===== src/rtl/ret_bist_pkg.sv =====
package ret_bist_pkg;
  typedef enum logic [2:0] {
    ST_IDLE  = 3'd0,
    ST_WRITE = 3'd1,
    ST_WAIT  = 3'd2,
    ST_READ  = 3'd3,
    ST_DRAIN = 3'd4,
    ST_DONE  = 3'd5
  } seq_state_t;
endpackage


===== src/rtl/ret_bist_addr_gen.sv =====
module ret_bist_addr_gen #(
  parameter int unsigned ADDR_W = 4
) (
  input  logic              clk,
  input  logic              rst_n,
  input  logic              clr_i,
  input  logic              inc_i,
  output logic [ADDR_W-1:0] addr_o,
  output logic              last_o
);
  localparam logic [ADDR_W-1:0] TOP = {ADDR_W{1'b1}};

  logic [ADDR_W-1:0] cnt_q;

  always_ff @(posedge clk or negedge rst_n) begin
    if (!rst_n)     cnt_q <= '0;
    else if (clr_i) cnt_q <= '0;
    else if (inc_i) cnt_q <= cnt_q + 1'b1;  // wraps to 0 after the top address
  end

  assign addr_o = cnt_q;
  assign last_o = (cnt_q == TOP);
endmodule


===== src/rtl/ret_bist_pat.sv =====
module ret_bist_pat #(
  parameter int unsigned DATA_W = 8
) (
  input  logic              phase_i,
  input  logic              odd_i,
  output logic [DATA_W-1:0] word_o
);
  localparam int unsigned PAIRS = DATA_W / 2;

  // Base word: bit pair 01 repeated from bit 0 upward.
  function automatic logic [DATA_W-1:0] chk_word(input logic ph, input logic odd);
    logic [DATA_W-1:0] base;
    base = {PAIRS{2'b01}};
    return base ^ {DATA_W{ph ^ odd}};
  endfunction

  assign word_o = chk_word(phase_i, odd_i);
endmodule


===== src/rtl/ret_bist_cmp.sv =====
module ret_bist_cmp #(
  parameter int unsigned ADDR_W = 4,
  parameter int unsigned DATA_W = 8
) (
  input  logic              clk,
  input  logic              rst_n,
  input  logic              clear_i,
  input  logic              issue_i,
  input  logic [ADDR_W-1:0] addr_i,
  input  logic              phase_i,
  input  logic [DATA_W-1:0] rdata_i,
  output logic              miss_o,
  output logic              fail_o,
  output logic [ADDR_W-1:0] fail_addr_o,
  output logic              fail_phase_o
);
  logic              vld_q;
  logic [ADDR_W-1:0] addr_q;
  logic              phase_q;
  logic [DATA_W-1:0] exp_word;

  // Delay the read request by one cycle to line up with the RAM latency.
  always_ff @(posedge clk or negedge rst_n) begin
    if (!rst_n) begin
      vld_q   <= 1'b0;
      addr_q  <= '0;
      phase_q <= 1'b0;
    end else begin
      vld_q   <= issue_i;
      addr_q  <= addr_i;
      phase_q <= phase_i;
    end
  end

  ret_bist_pat #(.DATA_W(DATA_W)) exp_pat_i (
    .phase_i (phase_q),
    .odd_i   (addr_q[0]),
    .word_o  (exp_word)
  );

  assign miss_o = vld_q && (rdata_i != exp_word);

  // Capture the first mismatch only; a new start clears it.
  always_ff @(posedge clk or negedge rst_n) begin
    if (!rst_n) begin
      fail_o       <= 1'b0;
      fail_addr_o  <= '0;
      fail_phase_o <= 1'b0;
    end else if (clear_i) begin
      fail_o       <= 1'b0;
      fail_addr_o  <= '0;
      fail_phase_o <= 1'b0;
    end else if (miss_o && !fail_o) begin
      fail_o       <= 1'b1;
      fail_addr_o  <= addr_q;
      fail_phase_o <= phase_q;
    end
  end
endmodule


===== src/rtl/ret_bist.sv =====
module ret_bist
  import ret_bist_pkg::*;
#(
  parameter int unsigned ADDR_W = 4,
  parameter int unsigned DATA_W = 8
) (
  input  logic              clk,
  input  logic              rst_n,
  input  logic              start_i,
  input  logic              resume_i,
  output logic              mem_en_o,
  output logic              mem_we_o,
  output logic [ADDR_W-1:0] mem_addr_o,
  output logic [DATA_W-1:0] mem_wdata_o,
  input  logic [DATA_W-1:0] mem_rdata_i,
  output logic              waiting_o,
  output logic              done_o,
  output logic              fail_o,
  output logic [ADDR_W-1:0] fail_addr_o,
  output logic              fail_phase_o
);
  seq_state_t        st_q, st_d;
  logic              phase_q;
  logic [ADDR_W-1:0] addr;
  logic              addr_last;

  // Named internal events.
  logic launch, wr_last, rd_last, resume_ok, phase_flip, cmp_miss;

  assign launch     = start_i && ((st_q == ST_IDLE) || (st_q == ST_DONE));
  assign wr_last    = (st_q == ST_WRITE) && addr_last;
  assign rd_last    = (st_q == ST_READ) && addr_last;
  assign resume_ok  = (st_q == ST_WAIT) && resume_i;
  assign phase_flip = (st_q == ST_DRAIN) && !phase_q;

  always_comb begin
    st_d = st_q;
    unique case (st_q)
      ST_IDLE, ST_DONE: if (launch)    st_d = ST_WRITE;
      ST_WRITE:         if (wr_last)   st_d = ST_WAIT;
      ST_WAIT:          if (resume_ok) st_d = ST_READ;
      ST_READ:          if (rd_last)   st_d = ST_DRAIN;
      ST_DRAIN:         st_d = phase_q ? ST_DONE : ST_WRITE;
      default:          st_d = ST_IDLE;
    endcase
  end

  always_ff @(posedge clk or negedge rst_n) begin
    if (!rst_n) begin
      st_q    <= ST_IDLE;
      phase_q <= 1'b0;
    end else begin
      st_q <= st_d;
      if (launch)          phase_q <= 1'b0;
      else if (phase_flip) phase_q <= 1'b1;
    end
  end

  ret_bist_addr_gen #(.ADDR_W(ADDR_W)) addr_gen_i (
    .clk    (clk),
    .rst_n  (rst_n),
    .clr_i  (launch),
    .inc_i  ((st_q == ST_WRITE) || (st_q == ST_READ)),
    .addr_o (addr),
    .last_o (addr_last)
  );

  ret_bist_pat #(.DATA_W(DATA_W)) wr_pat_i (
    .phase_i (phase_q),
    .odd_i   (addr[0]),
    .word_o  (mem_wdata_o)
  );

  ret_bist_cmp #(.ADDR_W(ADDR_W), .DATA_W(DATA_W)) cmp_i (
    .clk          (clk),
    .rst_n        (rst_n),
    .clear_i      (launch),
    .issue_i      (st_q == ST_READ),
    .addr_i       (addr),
    .phase_i      (phase_q),
    .rdata_i      (mem_rdata_i),
    .miss_o       (cmp_miss),
    .fail_o       (fail_o),
    .fail_addr_o  (fail_addr_o),
    .fail_phase_o (fail_phase_o)
  );

  assign mem_en_o   = (st_q == ST_WRITE) || (st_q == ST_READ);
  assign mem_we_o   = (st_q == ST_WRITE);
  assign mem_addr_o = addr;
  assign waiting_o  = (st_q == ST_WAIT);
  assign done_o     = (st_q == ST_DONE);
endmodule


===== config.mk =====
export PLATFORM = sky130hd
export DESIGN_NAME = ret_bist
export DESIGN_NICKNAME = d
export VERILOG_FILES = /design/src/rtl/ret_bist_pkg.sv /design/src/rtl/ret_bist_addr_gen.sv /design/src/rtl/ret_bist_pat.sv /design/src/rtl/ret_bist_cmp.sv /design/src/rtl/ret_bist.sv
export SDC_FILE = /design/constraint.sdc
export NUM_CORES = 1
export LEC_CHECK = 0
export CORE_MARGIN = 4
export CORE_UTILIZATION = 46
export DETAILED_ROUTE_END_ITERATION = 8
export GPL_TIMING_DRIVEN = 0
export PLACE_DENSITY = 0.85
export SYNTH_ARGS = -nofsm -noshare
export SYNTH_HDL_FRONTEND = slang
export SYNTH_HIERARCHICAL = 1
export SYNTH_SLANG_ARGS = --single-unit
export TNS_END_PERCENT = 10

===== constraint.sdc =====
create_clock -name clk -period 2.25 [get_ports clk]
set_input_delay 0.3375 -clock clk [delete_from_list [all_inputs] [get_ports clk]]
set_output_delay 0.3375 -clock clk [all_outputs]
set_load 0.05 [all_outputs]

**Word level (Yosys, flattened, before mapping)**

Cells that the tools add are included.

- Register bits after elaboration: 20
- Latch bits: 0
- Memory bits (writable): 0
- Memory bits (read-only): 0
- Input port bits: 12
- Output and inout port bits: 22
- Word-level logic and storage cells: 58
- Memories: 0

- Add/sub/neg operators: 1
- Multiply operators: 0
- Div/mod/pow operators: 0
- Order comparisons: 0
- Eq/ne operators: 11
- Shifts and indexed selects: 0
- Multiplexer cells: 16
- Bitwise gates (word level): 4
- Reductions and logical operators: 17

Operators by type and width:

| kind | count |
|---|---|
| $mux W4 | 4 |
| $mux W3 | 5 |
| $pmux W3 S5 | 1 |
| $ne A8 B8 Y1 | 1 |
| $not A4 Y4 | 2 |
| $logic_and A1 B1 Y1 | 7 |
| $eq A3 B2 Y1 const B | 2 |
| $eq A3 B3 Y1 const B | 2 |
| $mux W1 | 6 |
| $ne A2 B1 Y1 const B | 3 |
| $reduce_bool A2 Y1 | 3 |
| $add A4 B1 Y4 const B | 1 |
| $eq A4 B4 Y1 const B | 1 |
| $reduce_and A4 Y1 | 1 |
| $eq A3 B1 Y1 const B | 1 |
| $logic_not A3 Y1 | 1 |
| $logic_not A1 Y1 | 2 |
| $logic_or A1 B1 Y1 | 2 |
| $ne A2 B2 Y1 const B | 1 |
| $reduce_or A2 Y1 | 1 |
| $xor A1 B1 Y1 | 2 |

**Logic depth before layout (Yosys ltp)**

- Word-level depth: 7
- Mapped depth: 6
- Gate-level depth less buffers: 5

**Cells and area by module**

The synthesis kept the hierarchy.

Modules (own cells, without submodules):

| module | instances | cells each | area an instance (µm²) | sequential area each (µm²) |
|---|---|---|---|---|
| ret_bist_cmp | 1 | 42 | 544.3 | 300.3 |
| ret_bist | 1 | 27 | 250.2 | 100.1 |
| ret_bist_addr_gen | 1 | 17 | 198.9 | 100.1 |
| ret_bist_pat | 2 | 8 | 62.6 | 0.0 |

**Worst setup path before layout**

OpenSTA, ideal clock, no wires.

- Kind: flip-flop to output port
- Start point: register addr_gen_i.cnt_q[0] (netlist: addr_gen_i/addr_o[0])
- End point: output port mem_wdata_o[2]
- Data arrival time: 2.027 ns
- Required time: 1.913 ns
- Setup slack: -0.115 ns
- Cell stages (with the launch flop): 3
- Buffers on the path: 1
- Path through: dfrtp_1 > xnor2_1 > buf_4

- Cells in the longest elaborated chain, start to end: 2

Ends and longest elaborated chain:

| item | RTL line | text |
|---|---|---|
| start: declaration | ret_bist_addr_gen.sv:13 | `logic [ADDR_W-1:0] cnt_q;` |
| start signal: assignment | ret_bist_addr_gen.sv:18 | `else if (inc_i) cnt_q <= cnt_q + 1'b1;` |
| $xor A1 B1 Y1 | ret_bist_pat.sv:14 | `return base ^ {DATA_W{ph ^ odd}};` |
| $not A4 Y4 (no source line) | - |  |
| end: declaration | ret_bist.sv:14 | `output logic [DATA_W-1:0] mem_wdata_o,` |

Every way passes these cells.

**Worst setup path in the final report**

- Start point: register addr_gen_i.cnt_q[0] (netlist: addr_gen_i/addr_o[0])
- End point: output port mem_wdata_o[7]

- Cells in the longest elaborated chain, start to end: 1

Ends and longest elaborated chain:

| item | RTL line |
|---|---|
| $xor A1 B1 Y1 | ret_bist_pat.sv:14 |

Every way passes these cells.

==> out/metrics.yaml <==
yosys:
  syn_area_per_cell_um2: 11.0
  synth-seq-cells: 20
  ys_seq_area_share_pct: 44.7
  synth_area_mm2: 0.00112
  yosysWarnings: 6
  synth_fp_nets: 115
  synth_cell_types: 34
  syn_inst: 102
worst_setup_path:
  r2r_setup_slack_ns: 0.17
  r2r_end: "cmp_i/fail_addr_o[0]"
  crit_required_ns: 1.91
  r2r-start: "st_q[0]"
  start_kind: "flop"
  critPathCaptureType: "primary output"
  worst-path-max-fanout: 7
  path_class: "flop to primary output"
  ff2ff_path_depth: 5
  critPathArrivalTime_ns: 1.83
global_route:
  grt_pass1_vias: 880
  overflow: 0
  grtUsageTotal_pct: 15.3
  grt_pass1_wl_mm: 3.88
  grt_max_degree: 21
  grt_antenna_before_repair: 0
timing:
  hold_viol_final: 0
  max_slew_margin_pct: 42.0
  worst_slack_ns: 0.0843
  tightest_slew_ns: 0.868
  post-route-min-period_ns: 2.17
  skew_ns: 0.0201
  setup_violations: 0
  fin_tns_setup_ns: 0
  rsz0062_at_grt: "false"
  finalCritPeriodShare_pct: 96.3
  slew_viol_final: 0
  holdWs_ns: 0.475
  max_freq_mhz: 462
routing:
  vias: 820
  route.detailed.drc: 0
  firstDrtPassIters: 2
  wl_per_cell_um: 13.9
  drt_wl_total_mm: 2.33
  vias_per_cell: 4.91
  antenna_left: 0
  drt-initial-drc-count: 4
cts:
  cts_tree: "yes"
  ctsHtreeMaxLevel: 1
  cts_inserted_buffers: 3
  clk_latency_ns: 0.32
  cts.sinks: 20
  max-clock-path-buffers: 2
  cts.reportedPaths.clkPinSlew_ns: 0.13
  cts_root_buffer: "clkbuf_4"
layout:
  antennaDiodeCount: 0
  instances_no_fill: 167
  layout-drive-gt1-share_pct: 21.6
  area_growth_pct: 36.5
  final_nets: 153
floorplanning:
  die_h_um: 57.3
  die_w_um: 57.3
  initial_core_util_pct: 49.6
  rows: 17
  coreArea_mm2: 0.00225
  ios: 34
  dieArea_mm2: 0.00328
worst_hold_path:
  hold_path_end: "cmp_i/addr_q[2]"
  hold_class: "flop to flop"
  hp-start: "addr_gen_i/addr_o[2]"
  hold_depth: 0
place:
  place_hpwl_mm: 1.73
  gp_congestion: 0.800
  placed_cells: 163
  portBuffers: 33
  pre_cts_ws_ns: 0.0326
run:
  maxCapViolations: 0
status:
  status: "complete, no violations"
cells in the final DEF (no fill, tap or decap), types with 2 or more instances in the layout:
| cell | count |
|---|---|
| clkdlybuf4s50_1 | 21 |
| dfrtp_1 | 20 |
| buf_4 | 17 |
| nand2b_1 | 13 |
| xor2_1 | 11 |
| mux2i_1 | 6 |
| dlygate4sd2_1 | 6 |
| nor2_1 | 5 |
| clkbuf_4 | 3 |
| nor3_1 | 2 |
| nor2b_1 | 2 |
| a21oi_1 | 2 |
| nand3b_1 | 2 |
| xnor2_1 | 2 |
| nor4_2 | 2 |
routing by layer:
metal | share of wire, % | global-route usage (%)
met1 | 39 | 15.9
met2 | 54 | 29.2
met3 | 5.3 | 3.62
met5 | 0 | 0
met4 | 1.2 | 5.96
cell usage after synthesis:
master	instances	area (um2)
inv_1	1	3.75
nor4_2	2	25.0
or2b_1	1	7.51
ha_1	1	12.5
nand3b_1	2	15.0
nor2b_2	1	8.76
dfrtp_1	20	500
nand4_1	1	6.26
nor2_1	5	18.8
buf_4	12	90.1
a21boi_1	1	7.51
and3_1	1	6.26
xor2_1	11	96.3
a21bo_2	1	10.0
o21ai_0	1	5.00
mux2i_1	6	60.1
o21ba_1	1	10.0
nand4b_1	1	8.76
a21oi_2	1	8.76
o311ai_1	1	8.76
a221oi_1	1	8.76
or3_1	1	6.26
o21ai_1	1	5.00
mux2_4	1	15.0
xnor2_1	3	26.3
nor3_1	2	10.0
nor2b_1	2	12.5
a21oi_1	2	10.0
nand2_1	1	3.75
and2_2	1	7.51
nand2b_1	13	81.3
clkbuf_1	1	3.75
nor3b_1	1	7.51
buf_6	1	11.3
cells by family after synthesis:
family,synth area share (%)
fa+ha+maj,1.12
flops,44.7
simple gates,20.1
mux,6.71
xor+xnor,11.0
compound gates,6.60
buf+inv,9.73
how the worst max path moves through the flow:
stage / start / endpoint / depth (start not counted)
after global routing: addr_gen_i/addr_o[0] / mem_wdata_o[7] / 3
final: addr_gen_i/addr_o[0] / mem_wdata_o[7] / 3
after CTS: addr_gen_i/addr_o[0] / mem_wdata_o[7] / 3
after global placement: start_i / cmp_i/fail_phase_o / 6
after floorplan: addr_gen_i/addr_o[0] / mem_wdata_o[3] / 2
after detailed placement: start_i / cmp_i/fail_addr_o[2] / 6
final cells by class:
cell class	count	area [um2]
inverters	1	3.75
plain buffers	14	105
clock buffers	3	22.5
flip-flops and latches	20	500
multi-input cells	67	517
clock inverters	1	30.0
fillers	191	728
repair buffers	33	313
well taps	28	35.0
flip-flops by register name, summed over array words and instances (netlist names):
signal              count
addr_gen_i/addr_o       4
cmp_i/addr_q            4
cmp_i/fail_addr_o       4
cmp_i/fail_o            1
cmp_i/fail_phase_o      1
cmp_i/phase_q           1
cmp_i/vld_q             1
phase_q                 1
st_q                    3
what timing repair did:
item | in CTS | in global routing
hold buffers | 0 | 0
buffers inserted | 0 | 0
endpoints found under the setup margin | 11 | 1
gates resized for setup | 11 | 1
per-stage QoR:
stage,instance area [um2],util [%]
2_1_floorplan,1130,-
3_3_place_gp,1490,66.1
3_5_place_dp,1490,66.1
4_1_cts,1520,67.6
5_1_grt,1530,67.7
6_report,1530,67.7
worst max-delay path, cell delays in order, from the launching register on:
cell and delay (ns):
dfrtp_1 0.54, xor2_1 0.30, buf_4 0.16, dlygate4sd2_1 0.52
Power is left out: the tool's default activity adds up to more than one toggle a clock period on the data nets, which glitch-free logic cannot reach.
